[src/rtl/alu16_pkg.sv]
package alu16_pkg;

  localparam int INSTR_W = 16;

  localparam logic [3:0] OPC_ADD = 4'b0001;
  localparam logic [3:0] OPC_AND = 4'b0101;
  localparam logic [3:0] OPC_NOT = 4'b1001;

  typedef enum logic [1:0] {
    FN_ADD = 2'd0,
    FN_AND = 2'd1,
    FN_NOT = 2'd2
  } aluFnE;

  // strobes from control to datapath
  typedef struct packed {
    logic  wrStrobe;
    logic  useImm;
    aluFnE fn;
  } ctrlS;

  // flag bit positions inside the status register
  localparam int FLAG_N = 2;
  localparam int FLAG_Z = 1;
  localparam int FLAG_P = 0;

endpackage

[src/rtl/alu16_ctrl.sv]
module alu16_ctrl import alu16_pkg::*; (
  input  logic       clk,
  input  logic       rst,
  input  logic       instrValid,
  input  logic [3:0] opcode,
  input  logic       modeBit,
  output ctrlS       ctrl
);

  always_comb begin
    ctrl.wrStrobe = 1'b0;
    ctrl.useImm   = 1'b0;
    ctrl.fn       = FN_ADD;
    unique case (opcode)
      OPC_ADD: begin
        ctrl.wrStrobe = instrValid;
        ctrl.useImm   = modeBit;
        ctrl.fn       = FN_ADD;
      end
      OPC_AND: begin
        ctrl.wrStrobe = instrValid;
        ctrl.useImm   = modeBit;
        ctrl.fn       = FN_AND;
      end
      OPC_NOT: begin
        ctrl.wrStrobe = instrValid;
        ctrl.fn       = FN_NOT;
      end
      default: ;
    endcase
  end

  // nothing is written without a valid word
  assert_valid_gate_R8: assert property (@(posedge clk) disable iff (rst)
    !instrValid |-> !ctrl.wrStrobe);

  // foreign opcodes never strobe a write
  assert_foreign_quiet_R8: assert property (@(posedge clk) disable iff (rst)
    (opcode != OPC_ADD && opcode != OPC_AND && opcode != OPC_NOT) |-> !ctrl.wrStrobe);

  // immediate selection follows the mode bit on ADD and AND
  assert_imm_mode_R3: assert property (@(posedge clk) disable iff (rst)
    (instrValid && (opcode == OPC_ADD || opcode == OPC_AND)) |-> (ctrl.wrStrobe && ctrl.useImm == modeBit));

endmodule

[src/rtl/alu16_datapath.sv]
module alu16_datapath import alu16_pkg::*; #(
  parameter int DATA_W  = 16,
  parameter int REG_CNT = 8,
  parameter int IMM_W   = 5,
  localparam int ADDR_W = $clog2(REG_CNT)
) (
  input  logic              clk,
  input  logic              rst,
  input  ctrlS              ctrl,
  input  logic [ADDR_W-1:0] destSel,
  input  logic [ADDR_W-1:0] src1Sel,
  input  logic [ADDR_W-1:0] src2Sel,
  input  logic [IMM_W-1:0]  immField,
  output logic              wrEn,
  output logic [ADDR_W-1:0] wrAddr,
  output logic [DATA_W-1:0] wrData,
  output logic [2:0]        flags
);

  localparam int EXT_W = DATA_W - IMM_W;

  logic [DATA_W-1:0] regs [REG_CNT];
  logic [DATA_W-1:0] opA, opB, immExt, result;
  logic [2:0]        flagsNext;

  // register file
  always_ff @(posedge clk) begin
    if (rst) begin
      for (int i = 0; i < REG_CNT; i++) regs[i] <= '0;
    end else if (ctrl.wrStrobe) begin
      regs[destSel] <= result;
    end
  end

  // operand selection
  assign immExt = {{EXT_W{immField[IMM_W-1]}}, immField};
  assign opA    = regs[src1Sel];
  assign opB    = ctrl.useImm ? immExt : regs[src2Sel];

  // function unit, sum wraps
  always_comb begin
    unique case (ctrl.fn)
      FN_AND:  result = opA & opB;
      FN_NOT:  result = ~opA;
      default: result = opA + opB;
    endcase
  end

  always_comb begin
    flagsNext         = '0;
    flagsNext[FLAG_N] = result[DATA_W-1];
    flagsNext[FLAG_Z] = (result == '0);
    flagsNext[FLAG_P] = !result[DATA_W-1] && (result != '0);
  end

  // registered write port and status
  always_ff @(posedge clk) begin
    if (rst) begin
      wrEn   <= 1'b0;
      wrAddr <= '0;
      wrData <= '0;
      flags  <= 3'b010;
    end else begin
      wrEn <= ctrl.wrStrobe;
      if (ctrl.wrStrobe) begin
        wrAddr <= destSel;
        wrData <= result;
        flags  <= flagsNext;
      end
    end
  end

  // exactly one flag at all times
  assert_flags_onehot_R6: assert property (@(posedge clk) disable iff (rst)
    $countones(flags) == 1);

  // flags agree with the value shown on the write port
  assert_flags_match_R6: assert property (@(posedge clk) disable iff (rst)
    wrEn |-> (flags[FLAG_N] == wrData[DATA_W-1] && flags[FLAG_Z] == (wrData == '0)));

  // an idle cycle keeps the status
  assert_idle_hold_R8: assert property (@(posedge clk) disable iff (rst)
    !ctrl.wrStrobe |=> (!wrEn && $stable(flags)));

  // write port names the decoded destination one cycle later
  assert_dest_follow_R7: assert property (@(posedge clk) disable iff (rst)
    ctrl.wrStrobe |=> (wrEn && wrAddr == $past(destSel)));

endmodule

[src/rtl/alu16_exec.sv]
module alu16_exec import alu16_pkg::*; #(
  parameter int DATA_W  = 16,
  parameter int REG_CNT = 8,
  localparam int ADDR_W = $clog2(REG_CNT)
) (
  input  logic              clk,
  input  logic              rst,
  input  logic              instrValid,
  input  logic [15:0]       instrWord,
  output logic              wrEn,
  output logic [ADDR_W-1:0] wrAddr,
  output logic [DATA_W-1:0] wrData,
  output logic              flagNeg,
  output logic              flagZero,
  output logic              flagPos
);

  localparam int IMM_W = 5;

  ctrlS       ctrl;
  logic [2:0] flags;

  alu16_ctrl u_ctrl (
    .clk        (clk),
    .rst        (rst),
    .instrValid (instrValid),
    .opcode     (instrWord[15:12]),
    .modeBit    (instrWord[5]),
    .ctrl       (ctrl)
  );

  alu16_datapath #(
    .DATA_W  (DATA_W),
    .REG_CNT (REG_CNT),
    .IMM_W   (IMM_W)
  ) u_dp (
    .clk      (clk),
    .rst      (rst),
    .ctrl     (ctrl),
    .destSel  (instrWord[9 +: ADDR_W]),
    .src1Sel  (instrWord[6 +: ADDR_W]),
    .src2Sel  (instrWord[0 +: ADDR_W]),
    .immField (instrWord[IMM_W-1:0]),
    .wrEn     (wrEn),
    .wrAddr   (wrAddr),
    .wrData   (wrData),
    .flags    (flags)
  );

  assign flagNeg  = flags[FLAG_N];
  assign flagZero = flags[FLAG_Z];
  assign flagPos  = flags[FLAG_P];

endmodule

[config.mk]
export PLATFORM = sky130hd
export DESIGN_NAME = alu16_exec
export DESIGN_NICKNAME = d
export VERILOG_FILES = /design/src/rtl/alu16_pkg.sv /design/src/rtl/alu16_ctrl.sv /design/src/rtl/alu16_datapath.sv /design/src/rtl/alu16_exec.sv
export SDC_FILE = /design/constraint.sdc
export NUM_CORES = 1
export LEC_CHECK = 0
export BUFFER_PORTS_ARGS = -buffer_cell sky130_fd_sc_hd__buf_2
export CAP_MARGIN = 20
export CORE_ASPECT_RATIO = 0.75
export CORE_MARGIN = 5
export CORE_UTILIZATION = 60
export CTS_CLUSTER_SIZE = 16
export DETAILED_ROUTE_END_ITERATION = 6
export MAX_ROUTING_LAYER = met4
export PLACE_DENSITY = 0.88
export RECOVER_POWER = 50
export SYNTH_ARGS = -nofsm -noshare
export SYNTH_HDL_FRONTEND = slang
export SYNTH_SLANG_ARGS = --single-unit
[constraint.sdc]
create_clock -name clk -period 6.95 [get_ports clk]
set_input_delay 1.0425 -clock clk [delete_from_list [all_inputs] [get_ports clk]]
set_output_delay 1.0425 -clock clk [all_outputs]
set_load 0.01 [all_outputs]
==> results of run 1 <==
-- kinds of logic (layout without fill, tap and decap cells) --
group / count (synthesis) / after routing / share of synthesized area (%)
adders and majority gates: 19 / 19 / 2.889
muxes: 97 / 97 / 20.24
DFF: 150 / 150 / 50.47
AOI/OAI and AO/OA: 124 / 124 / 9.390
buffers and inverters: 66 / 100 / 3.213
and+or+nand+nor: 257 / 257 / 12.87
xor gates and xnor gates: 9 / 9 / 0.9287
-- layout by cell type, fill, tap and decap left out, types with 3 or more instances in the layout --
cell / n
a21o_1: 7
a21oi_1: 55
a221o_1: 4
a31oi_1: 6
buf_2: 18
buf_4: 9
clkbuf_1: 30
clkbuf_16: 22
dfxtp_1: 22
edfxtp_1: 128
ha_1: 18
inv_1: 9
inv_4: 4
mux2_2: 17
mux2i_1: 22
mux4_2: 58
nand2_1: 33
nand2b_1: 12
nand3_1: 8
nand3b_1: 4
nand4_1: 5
nor2_1: 174
nor2b_1: 3
nor3_1: 4
o21a_1: 3
o21ai_0: 16
o21ai_1: 7
o22ai_1: 6
or2_2: 3
xnor2_1: 8
-- power by group --
| group | leakage, nW | internal, mW | switching, mW |
|---|---|---|---|
| Clock | 0.310 | 0.567 | 0.385 |
| Combinational | 1.69 | 0.200 | 0.363 |
| Sequential | 1.50 | 1.01 | 0.0234 |
| Total | 3.50 | 1.78 | 0.771 |
-- path summary, 6_finish.rpt --
kind	startpoint	to	slack, ns	cells after the start
setup / recovery	instrWord[13]	u_dp.flags[1]	1.36	16
hold / removal	u_dp.wrData[11]	u_dp.wrData[11]	0.49	2
hold reg to reg	u_dp.wrData[11]	u_dp.wrData[11]	0.49	2
setup reg to reg	u_dp.regs[7][0]	u_dp.flags[1]	2.45	13
-- registers in the layout (all words and copies together), names as in the netlist --
name,cells
u_dp.flags,2
u_dp.wrAddr,3
u_dp.regs,128
u_dp.wrEn,1
u_dp.wrData,16
-- cells in the mapped netlist, drive strengths merged, types with 4 or more instances --
cell type / instances / area [um2]
o22ai: 6 / 37.54
buf: 19 / 96.35
mux4: 58 / 1306
ha: 18 / 225.2
mux2: 17 / 191.4
nand3: 8 / 40.04
nor3: 4 / 20.02
a21o: 7 / 52.55
inv: 10 / 37.53
o21ai: 23 / 115.1
clkbuf: 36 / 135.1
nand3b: 4 / 30.03
nor2: 174 / 653.1
mux2i: 22 / 220.2
edfxtp: 128 / 3844
nand2: 33 / 123.9
a21oi: 55 / 275.3
nand4: 5 / 31.28
o31ai: 4 / 48.79
xnor2: 8 / 70.07
a31oi: 6 / 37.54
dfxtp: 22 / 440.4
nand2b: 12 / 75.07
a221o: 4 / 40.04
-- worst max-delay path: stages --
cell,delay (ns)
buf_2,0.10
nor2b_1,0.18
nor2b_1,0.34
nand2_1,0.42
nor2_1,0.73
a21oi_1,0.09
ha_1,0.41
and3_1,0.23
a221oi_1,0.44
xnor2_1,0.21
a22o_1,0.22
buf_4,0.19
nand4_1,0.09
nor3b_1,0.29
nor4b_1,0.71
a221o_1,0.28
-- through the flow --
stage / setup WS [ns] / total power [mW] / util (%) / area (um2)
finish: 1.364 / 2.549 / 67.91 / 9369
CTS: 1.620 / 2.524 / 68.20 / 9409
global route: 1.122 / 2.618 / 67.91 / 9369
global placement: 1.357 / 1.566 / 63.69 / 8786
floorplan: 1.857 / 1.410 / - / 8488
detailed placement: 1.337 / 1.587 / 63.69 / 8786
-- area by class of cell --
cell class                      instances  area share [%]
Timing Repair Buffer                   57           2.885
Inverter                               11          0.4407
Tap cell                              175           2.337
Clock buffer                           22           5.876
Clock inverter                         10          0.7746
Multi-Input combinational cell        506           41.96
Sequential cell                       150           45.73
-- routing by layer --
metal / global-route usage [%] / up-vias
met5: - / -
met2: 46.93 / 630
met4: 12.04 / 0
met1: 40.74 / 3136
met3: 11.25 / 102
li1: - / 2745
==> summary.txt, run 1 <==
Status
  – Status: complete, but fails checks
  – Failing checks: max-capacitance violations, max-slew violations

Finish
  – # diodes: 0
  – Storage cell area: 0.004284 mm2
  – Fin cells: 931
  – Layout cells sized above 1: 18.92%
  – Fillers: 961
  – Area grow syn2layout: 10.38%
  – Area of the multi-input gates: 0.003931 mm2
  – Nets: 781

Detailed routing
  – Via count: 6,613
  – Wl on met1: 8898 um
  – DR DRC count: 0
  – Top sig layer: met4
  – Average via count per standard cell: 7.103
  – Final ANT Viol Nets: 0
  – DR WL met3: 3939 um
  – DRT iter0 DRCs: 1,205
  – Routed length per instance: 26.96 um
  – Routed met2 length: 11,340 um
  – Wirelength, routed: 25,100 um
  – Drt pass-1 iters: 6

Placement
  – Placed cell count: 897
  – I/O Buffers: 41
  – Post-DP HPWL: 15,490 um
  – GPL Wtd Cong: 0.8792

Clock tree
  – Post-CTS Resized: 0
  – CTS Sinks: 150
  – CTS root buf: clkbuf_16
  – CTS tree: done
  – Clock Pin Slew Worst Setup and Hold Paths: 0.06 ns
  – Longest Clk Path Bufs: 2
  – Hold buffer count at cts: 0
  – Clock latency on the worst-skew pair: 0.44 ns
  – TritonCTS buffer count: 17
  – Post-CTS Setup Repair Bufs: 0
  – H-tree depth: 4

Synth
  – Synthesized area: 0.008488 mm2
  – Asr flop ratio synth: 0%
  – Cells after synthesis: 722
  – Sequential area share after synthesis: 50.47%
  – Average size of a mapped cell: 11.76 um2
  – Number of flops mapped to enable cells by yosys: 128
  – Syn. warnings: 0
  – Synthesis-stage register bit count: 150
  – Distinct cell type count after synthesis: 56
  – Synthesized Nets: 760
  – Main synth FF type: edfxtp_1

Floorplan
  – Row count: 37
  – Initial Utilization: 61.53%
  – Ports: 42
  – Die Width: 147.3 um
  – Die ar.: 0.01665 mm2
  – Die height: 113.0 um
  – Area of the core: 0.01380 mm2

STA
  – Total Negative Setup Slacks: 0 ns
  – Min Hold Slack: 0.4878 ns
  – Fin crit period: 5.586 ns
  – Fmax: 179.0 MHz
  – RSZ-0062 raised after global routing: false
  – Clock skew after layout: 0.008596 ns
  – Worst-Margin Slew: 1.867 ns
  – Fin. max-slew vios: 39
  – Setup violators final: 0
  – Slew HR: -24.49%
  – Hold Vio Cnt, Final: 0
  – Final Cycle Share: 80.37%

Global routing
  – Antenna violations before repair: 0
  – GR Util All Layers: 31.71%
  – First-pass GRT wire length: 38,230 um
  – Largest net degree at the start of global routing: 39
  – Vias in the first global route: 6,653
  – Overflow after GRT: 0

Critical path
  – Nature of the critical path startpoint: primary input
  – CP max FO: 18
  – CP Class: primary input to register
  – Worst EP arrival: 5.96 ns
  – Req. time, crit path: 7.32 ns
  – Crit. End Element: register

Flow run
  – Max-cap violations: 1

Pwr
  – VDD IR-drop max: 0.2172 mV
  – Pleak: 3.500 nW
  – Pwr dens: 272.1 mW/mm2

Hold path
  – Min-delay worst type: register to register
Note: power is estimated with default switching activity, not from simulation.
==> run 2: changes to the inputs <==
CORE_UTILIZATION = 56   (was 60)
PLACE_DENSITY = 0.87   (was 0.88)
clock period = 4.7 ns   (was 6.95 ns; I/O delays follow)
==> run 2 against run 1 <==
The flow still finishes with violations (max-capacitance violations, max-slew violations). Sequential power up 49%. Critical path depth unchanged. Total power up 47%. Combinational power up 53%. First-iteration DRC count down 8.0%. Count of clock-buffer cells in the layout up 6. Register-to-register slack worse by 2.0 ns. Design area up 2.6%. Clock skew down 0.00075 ns. Cell count up 6.4%. Die area up 6.6%.
==> summary.txt, run 2 (synthesized netlist as in run 1, its figures left out) <==
Status
  – Status: complete, but fails checks
  – Failing checks: max-capacitance violations, max-slew violations

Clock tree
  – Hold buffer count at cts: 0 (unchanged)
  – CTS root buf: clkbuf_16
  – H-tree depth: 4 (unchanged)
  – Longest Clk Path Bufs: 2 (unchanged)
  – TritonCTS buffer count: 17 (unchanged)
  – CTS tree: done
  – Post-CTS Setup Repair Bufs: 0 (unchanged)
  – Clock latency on the worst-skew pair: 0.42 ns (-0.02 ns)
  – CTS Sinks: 150 (unchanged)
  – Clock Pin Slew Worst Setup and Hold Paths: 0.06 ns (about the same)

Global routing
  – First-pass GRT wire length: 38,180 um (-0.11%)
  – Antenna violations before repair: 1 (+1)
  – GR Util All Layers: 29.42% (-2.3 points)
  – Vias in the first global route: 6,538 (-1.7%)
  – Largest net degree at the start of global routing: 37 (-5.1%)
  – Overflow after GRT: 0 (unchanged)

Critical path
  – Crit. End Element: register
  – Nature of the critical path startpoint: primary input
  – RR Startpoint: u_dp.regs[7][0]
  – CP Class: primary input to register
  – Worst EP arrival: 4.87 ns (-1.09 ns)
  – CP max FO: 9 (-9)
  – Worst R2R Setup Slack: 0.46 ns (-1.99 ns)
  – Critical R2R Capture: u_dp.flags[1]
  – Req. time, crit path: 5.06 ns (-2.26 ns)
  – R2R depth: 14 (+1)

Hold path
  – Hold Path End: u_dp.wrData[10]
  – Min-delay worst type: register to register
  – Hold Crit Depth: 2 (unchanged)
  – HP Start: u_dp.wrData[10]

Detailed routing
  – Final ANT Viol Nets: 0 (unchanged)
  – Wirelength, routed: 24,900 um (-0.79%)
  – Average via count per standard cell: 6.808 (-4.2%)
  – Via count: 6,747 (+2.0%)
  – DR DRC count: 0 (unchanged)
  – Routed length per instance: 25.12 um (-6.8%)
  – Drt pass-1 iters: 6 (unchanged)
  – DRT iter0 DRCs: 1,108 (-8.0%)

STA
  – RSZ-0062 raised after global routing: false
  – Slew HR: -0.8763% (+24 points)
  – Clock skew after layout: 0.007842 ns (-0.0007542 ns)
  – Hold Vio Cnt, Final: 0 (unchanged)
  – Worst-Margin Slew: 1.513 ns (-0.3542 ns)
  – Min Hold Slack: 0.4877 ns (-0.0001640 ns)
  – Fmax: 222.0 MHz
  – Fin crit period: 4.504 ns
  – Setup violators final: 0 (unchanged)
  – Final Cycle Share: 95.83%
  – Fin. max-slew vios: 37 (-5.1%)

Pwr
  – Total power draw: 3.751 mW (+47%)
  – Pleak: 3.619 nW (+3.4%)
  – Pwr dens: 390.3 mW/mm2 (+43%)
  – VDD IR-drop max: 0.2817 mV (+30%)

Finish
  – Leading cell types in the layout, fill and taps excluded: nor2_1 (174), edfxtp_1 (128), mux4_2 (58)
  – Area grow syn2layout: 13.24%
  – Layout cells sized above 1: 21.27% (+2.4 points)
  – Most common cell after layout, fill and taps aside: nor2_1
  – Final Core Density: 63.95% (-4.0 points)
  – Biggest regs: u_dp.regs: 128 flops, u_dp.wrData: 16 flops, u_dp.wrAddr: 3 flops
  – Max reg flops: 128 (unchanged)
  – Largest Register: u_dp.regs
  – Design area: 0.009612 mm2 (+2.6%)
  – Nets: 810 (+3.7%)
  – Fin cells: 991 (+6.4%)

Floorplan
  – Initial Utilization: 56.48% (-5.1 points)
  – Area of the core: 0.01503 mm2 (+8.9%)
  – Die height: 116.6 um (+3.2%)
  – Row count: 39 (+5.4%)
  – Die Width: 152.2 um (+3.3%)
  – Die ar.: 0.01774 mm2 (+6.6%)
  – Ports: 42 (unchanged)

Placement
  – GPL Wtd Cong: 0.9589 (+9.1%)
  – Placed cell areas: 0.009056 mm2 (+3.1%)
  – Placed cell count: 958 (+6.8%)
  – Post-DP HPWL: 16,430 um (+6.1%)
  – I/O Buffers: 41 (unchanged)

Flow run
  – Max-cap violations: 1 (unchanged)
-- run 2: cell types whose count changed in the layout (fill, tap and decap cells not counted), sizes merged --
cell and change:
buf +27, clkbuf +8, diode +1, inv -6
-- run 2: repair_timing --
item | CTS | global route
gates resized for setup | 0 | 2
endpoints found under the hold margin | 0 | 0
setup endpoints to repair | 0 | 2
-- run 2: final cells by class --
| class | instances | area [um2] |
|---|---|---|
| fillers | 1072 | 5418 |
| flip-flops and latches | 150 | 4284 |
| multi-input cells | 506 | 3940 |
| clock buffers | 28 | 581.8 |
| repair buffers | 86 | 480.5 |
| well taps | 205 | 256.5 |
| inverters | 11 | 41.29 |
| clock inverters | 4 | 25.02 |
| diodes | 1 | 2.502 |
-- run 2: worst max-delay path, cell delays in order --
cell and delay, ns:
buf_2 0.18, buf_4 0.22, or2_2 0.35, o22ai_1 0.34, nor2_1 0.09, ha_1 0.26
fa_1 0.50, a21oi_1 0.21, o221ai_2 0.19, a211oi_2 0.40, o21ai_0 0.21, xnor2_1 0.29
a21oi_2 0.17, nor4b_1 0.43, buf_4 0.19, a221o_1 0.13
-- run 2: routing by layer --
metal  GRT usage (%)  share of wire (%)
met4           8.623                3.5
met5               -                  0
met2           47.07                 46
met3           9.333                 15
met1           36.67                 36
-- run 2: how the worst max path moves through the flow --
stage | start | to | slack, ns | cells after the start
2_1_floorplan | instrWord[0] | u_dp.regs[2][15] | 0.01 | 14
3_3_place_gp | instrWord[7] | u_dp.flags[1] | -0.05 | 16
3_5_place_dp | instrWord[7] | u_dp.flags[1] | -0.13 | 16
4_1_cts | instrWord[7] | u_dp.flags[1] | 0.19 | 16
5_1_grt | instrWord[7] | u_dp.flags[1] | 0.02 | 16
6_report | instrWord[7] | u_dp.flags[1] | 0.20 | 16
-- run 2: power by group --
| part | switching [mW] | total, mW | internal (mW) |
|---|---|---|---|
| logic | 0.534 | 0.859 | 0.325 |
| clock network | 0.516 | 1.36 | 0.844 |
| registers | 0.0365 | 1.53 | 1.50 |
| total | 1.09 | 3.75 | 2.67 |
-- run 2: metrics by stage --
step | setup TNS (ns) | worst slack (ns)
global placement | -0.05015 | -0.05015
floorplan | 0 | 0.01462
CTS | 0 | 0.1883
global route | 0 | 0.01505
detailed placement | -0.1557 | -0.1301
finish | 0 | 0.1958
==> run 3: changes to the inputs <==
CORE_UTILIZATION = 60   (was 56)
PLACE_DENSITY = 0.88   (was 0.87)
clock period = 4.28 ns   (was 4.7 ns; I/O delays follow)
==> run 3 against run 2 <==
The run now ends clean. Cell count grew 0.40%. Total power up 9.5%. Die area decreased by 6.2%. Global-route usage is 3.4 points higher. Register-to-register slack worse by 0.30 ns. Setup slack worse by 0.089 ns. Sequential share of layout area decreased by 0.99 points. Non-clock buffer count is 34 higher. Design area is 2.3% higher. Critical endpoint unchanged. Largest cell class unchanged. Largest power group unchanged.
==> summary.txt, run 3 (synthesized netlist as in run 1, its figures left out) <==
Detailed routing
  – Drt pass-1 iters: 6 (unchanged)
  – Average via count per standard cell: 7.061 (+3.7%)
  – Wirelength, routed: 25,560 um (+2.6%)
  – Via count: 7,026 (+4.1%)
  – Final ANT Viol Nets: 0 (unchanged)
  – DRT iter0 DRCs: 1,103 (-0.45%)
  – DR DRC count: 0 (unchanged)
  – Routed length per instance: 25.68 um (+2.2%)

Clock tree
  – Longest Clk Path Bufs: 2 (unchanged)
  – CTS root buf: clkbuf_16
  – CTS tree: done
  – CTS Sinks: 150 (unchanged)
  – Clock latency on the worst-skew pair: 0.43 ns (about the same)
  – Post-CTS Setup Repair Bufs: 0 (unchanged)
  – H-tree depth: 4 (unchanged)
  – Clock Pin Slew Worst Setup and Hold Paths: 0.06 ns (about the same)
  – TritonCTS buffer count: 17 (unchanged)

Floorplan
  – Die height: 113.0 um (-3.1%)
  – Initial Utilization: 61.53% (+5.1 points)
  – Die ar.: 0.01665 mm2 (-6.2%)
  – Die Width: 147.3 um (-3.2%)
  – Row count: 37 (-5.1%)
  – Ports: 42 (unchanged)
  – Area of the core: 0.01380 mm2 (-8.2%)

STA
  – Final Cycle Share: 97.51%
  – Clock skew after layout: 0.01585 ns (+0.008010 ns)
  – Fin. max-slew vios: 0 (-100%)
  – Slew HR: 1.585% (+2.5 points)
  – Fmax: 239.6 MHz
  – Fin crit period: 4.173 ns
  – Worst-Margin Slew: 1.476 ns (-0.03692 ns)
  – Hold Vio Cnt, Final: 0 (unchanged)
  – Setup violators final: 0 (unchanged)

Hold path
  – Hold Crit Depth: 2 (unchanged)
  – Min-delay worst type: register to register

Pwr
  – Pwr dens: 417.8 mW/mm2 (+7.1%)
  – VDD IR-drop max: 0.3685 mV (+31%)
  – Flop pwr share: 40.8% (about the same)
  – Pleak: 3.768 nW (+4.1%)
  – Clock share of power: 34.4% (-1.8 points)
  – Total internal power: 2.853 mW (+7.1%)
  – Total power draw: 4.108 mW (+9.5%)
  – Comb pwr share: 24.7% (+1.8 points)
  – P_sw: 1.255 mW (+16%)
  – Sw Share: 30.54% (+1.6 points)

Placement
  – GPL Wtd Cong: 0.9688 (+1.0%)
  – Placed cell areas: 0.009336 mm2 (+3.1%)
  – Post-DP HPWL: 16,730 um (+1.8%)
  – I/O Buffers: 41 (unchanged)

Critical path
  – CP Class: primary input to register
  – R2R depth: 14 (unchanged)
  – Worst EP arrival: 4.54 ns (-0.33 ns)
  – CP max FO: 4 (-5)
  – Crit. End Element: register
  – Nature of the critical path startpoint: primary input
  – Req. time, crit path: 4.65 ns (-0.41 ns)

Finish
  – Area grow syn2layout: 15.82%
  – Most common cell after layout, fill and taps aside: nor2_1
  – Layout cells sized above 1: 24.79% (+3.5 points)
  – Fillers: 888 (-17%)
  – Max reg flops: 128 (unchanged)
  – Design area: 0.009831 mm2 (+2.3%)
  – Largest Register: u_dp.regs
  – Nets: 844 (+4.2%)
  – Leading cell types in the layout, fill and taps excluded: nor2_1 (174), edfxtp_1 (128), buf_4 (59)
  – Biggest regs: u_dp.regs: 128 flops, u_dp.wrData: 16 flops, u_dp.wrAddr: 3 flops

Global routing
  – First-pass GRT wire length: 39,970 um (+4.7%)
  – GR Util All Layers: 32.78% (+3.4 points)
  – Vias in the first global route: 6,934 (+6.1%)
  – Largest net degree at the start of global routing: 32 (-14%)
  – Overflow after GRT: 0 (unchanged)
  – Antenna violations before repair: 1 (unchanged)

Flow run
  – Max-cap violations: 0 (-1)

Status
  – Status: finished, final reports clean
[run 3: cell count changes in the layout (fill, tap and decap cells not counted), moves of 2 or more]
cell and delta:
clkbuf_4 +2, inv_6 +4, clkinvlp_4 +3, clkbuf_16 -4, buf_4 +23, clkbuf_8 -3, clkbuf_2 +6, buf_12 +5
clkbuf_1 -3
[run 3: power groups by stage]
stage | clock network, mW | registers (mW) | logic [mW]
detailed placement | 0 | 1.70 | 0.958
CTS | 1.42 | 1.67 | 0.984
global route | 1.50 | 1.68 | 1.07
global placement | 0 | 1.69 | 0.929
floorplan | 0 | 1.69 | 0.599
finish | 1.41 | 1.68 | 1.02
[run 3: critical path, cell delays in order]
cell and delay [ns]:
buf_2 0.18, mux4_2 0.52, a21oi_1 0.16, a21oi_1 0.06, ha_1 0.23, fa_1 0.46
a21oi_1 0.30, o221ai_2 0.22, a211oi_2 0.40, xnor2_1 0.11, o21ai_1 0.26, nor3b_1 0.34
nor4b_2 0.33, buf_4 0.19, a221o_1 0.13
[run 3: final timing paths]
check | startpoint | to | slack, ns
worst max-delay path | instrWord[1] | u_dp.flags[1] | 0.11
worst min register to register | u_dp.wrData[9] | u_dp.wrData[9] | 0.50
worst min-delay path | u_dp.wrData[9] | u_dp.wrData[9] | 0.50
worst max register to register | u_dp.regs[0][0] | u_dp.flags[1] | 0.16
[run 3: per-stage QoR]
stage / hold slack (ns) / TNS, ns / worst slack, ns / instances / utilization, %
final: 0.4957 / 0 / 0.1067 / 995 / 71.26
after global routing: 0.5293 / -0.07316 / -0.03846 / 995 / 71.26
after CTS: 0.4940 / 0 / 0.1335 / 994 / 71.71
after detailed placement: 0.4780 / -1.125 / -0.2327 / 962 / 67.68
after global placement: 0.4651 / -0.1303 / -0.04839 / 962 / 67.68
after floorplan: 0.4968 / 0 / 0.005748 / 722 / -
[run 3: cell type report]
| type | count | area [um2] | area share, % |
|---|---|---|---|
| Clock inverter | 13 | 123.9 | 1.260 |
| Sequential cell | 150 | 4284 | 43.58 |
| Multi-Input combinational cell | 506 | 3938 | 40.05 |
| Antenna cell | 1 | 2.502 | 0.02546 |
| Inverter | 11 | 41.29 | 0.4200 |
| Timing Repair Buffer | 120 | 789.5 | 8.031 |
| Clock buffer | 19 | 432.9 | 4.404 |
| Tap cell | 175 | 219.0 | 2.227 |
[run 3: repair_timing]
item | CTS | global route
hold endpoints to repair | 0 | 0
setup endpoints to repair | 0 | 11
gates resized for setup | 0 | 2
hold buffers | 0 | 0
[run 3: layer usage]
layer	vias to the layer above	track usage, %	routed length (um)
li1	2872	-	-
met3	144	13.45	4534
met1	3269	41.41	8647
met4	0	11.86	1081
met2	741	48.19	11290
met5	-	-	0
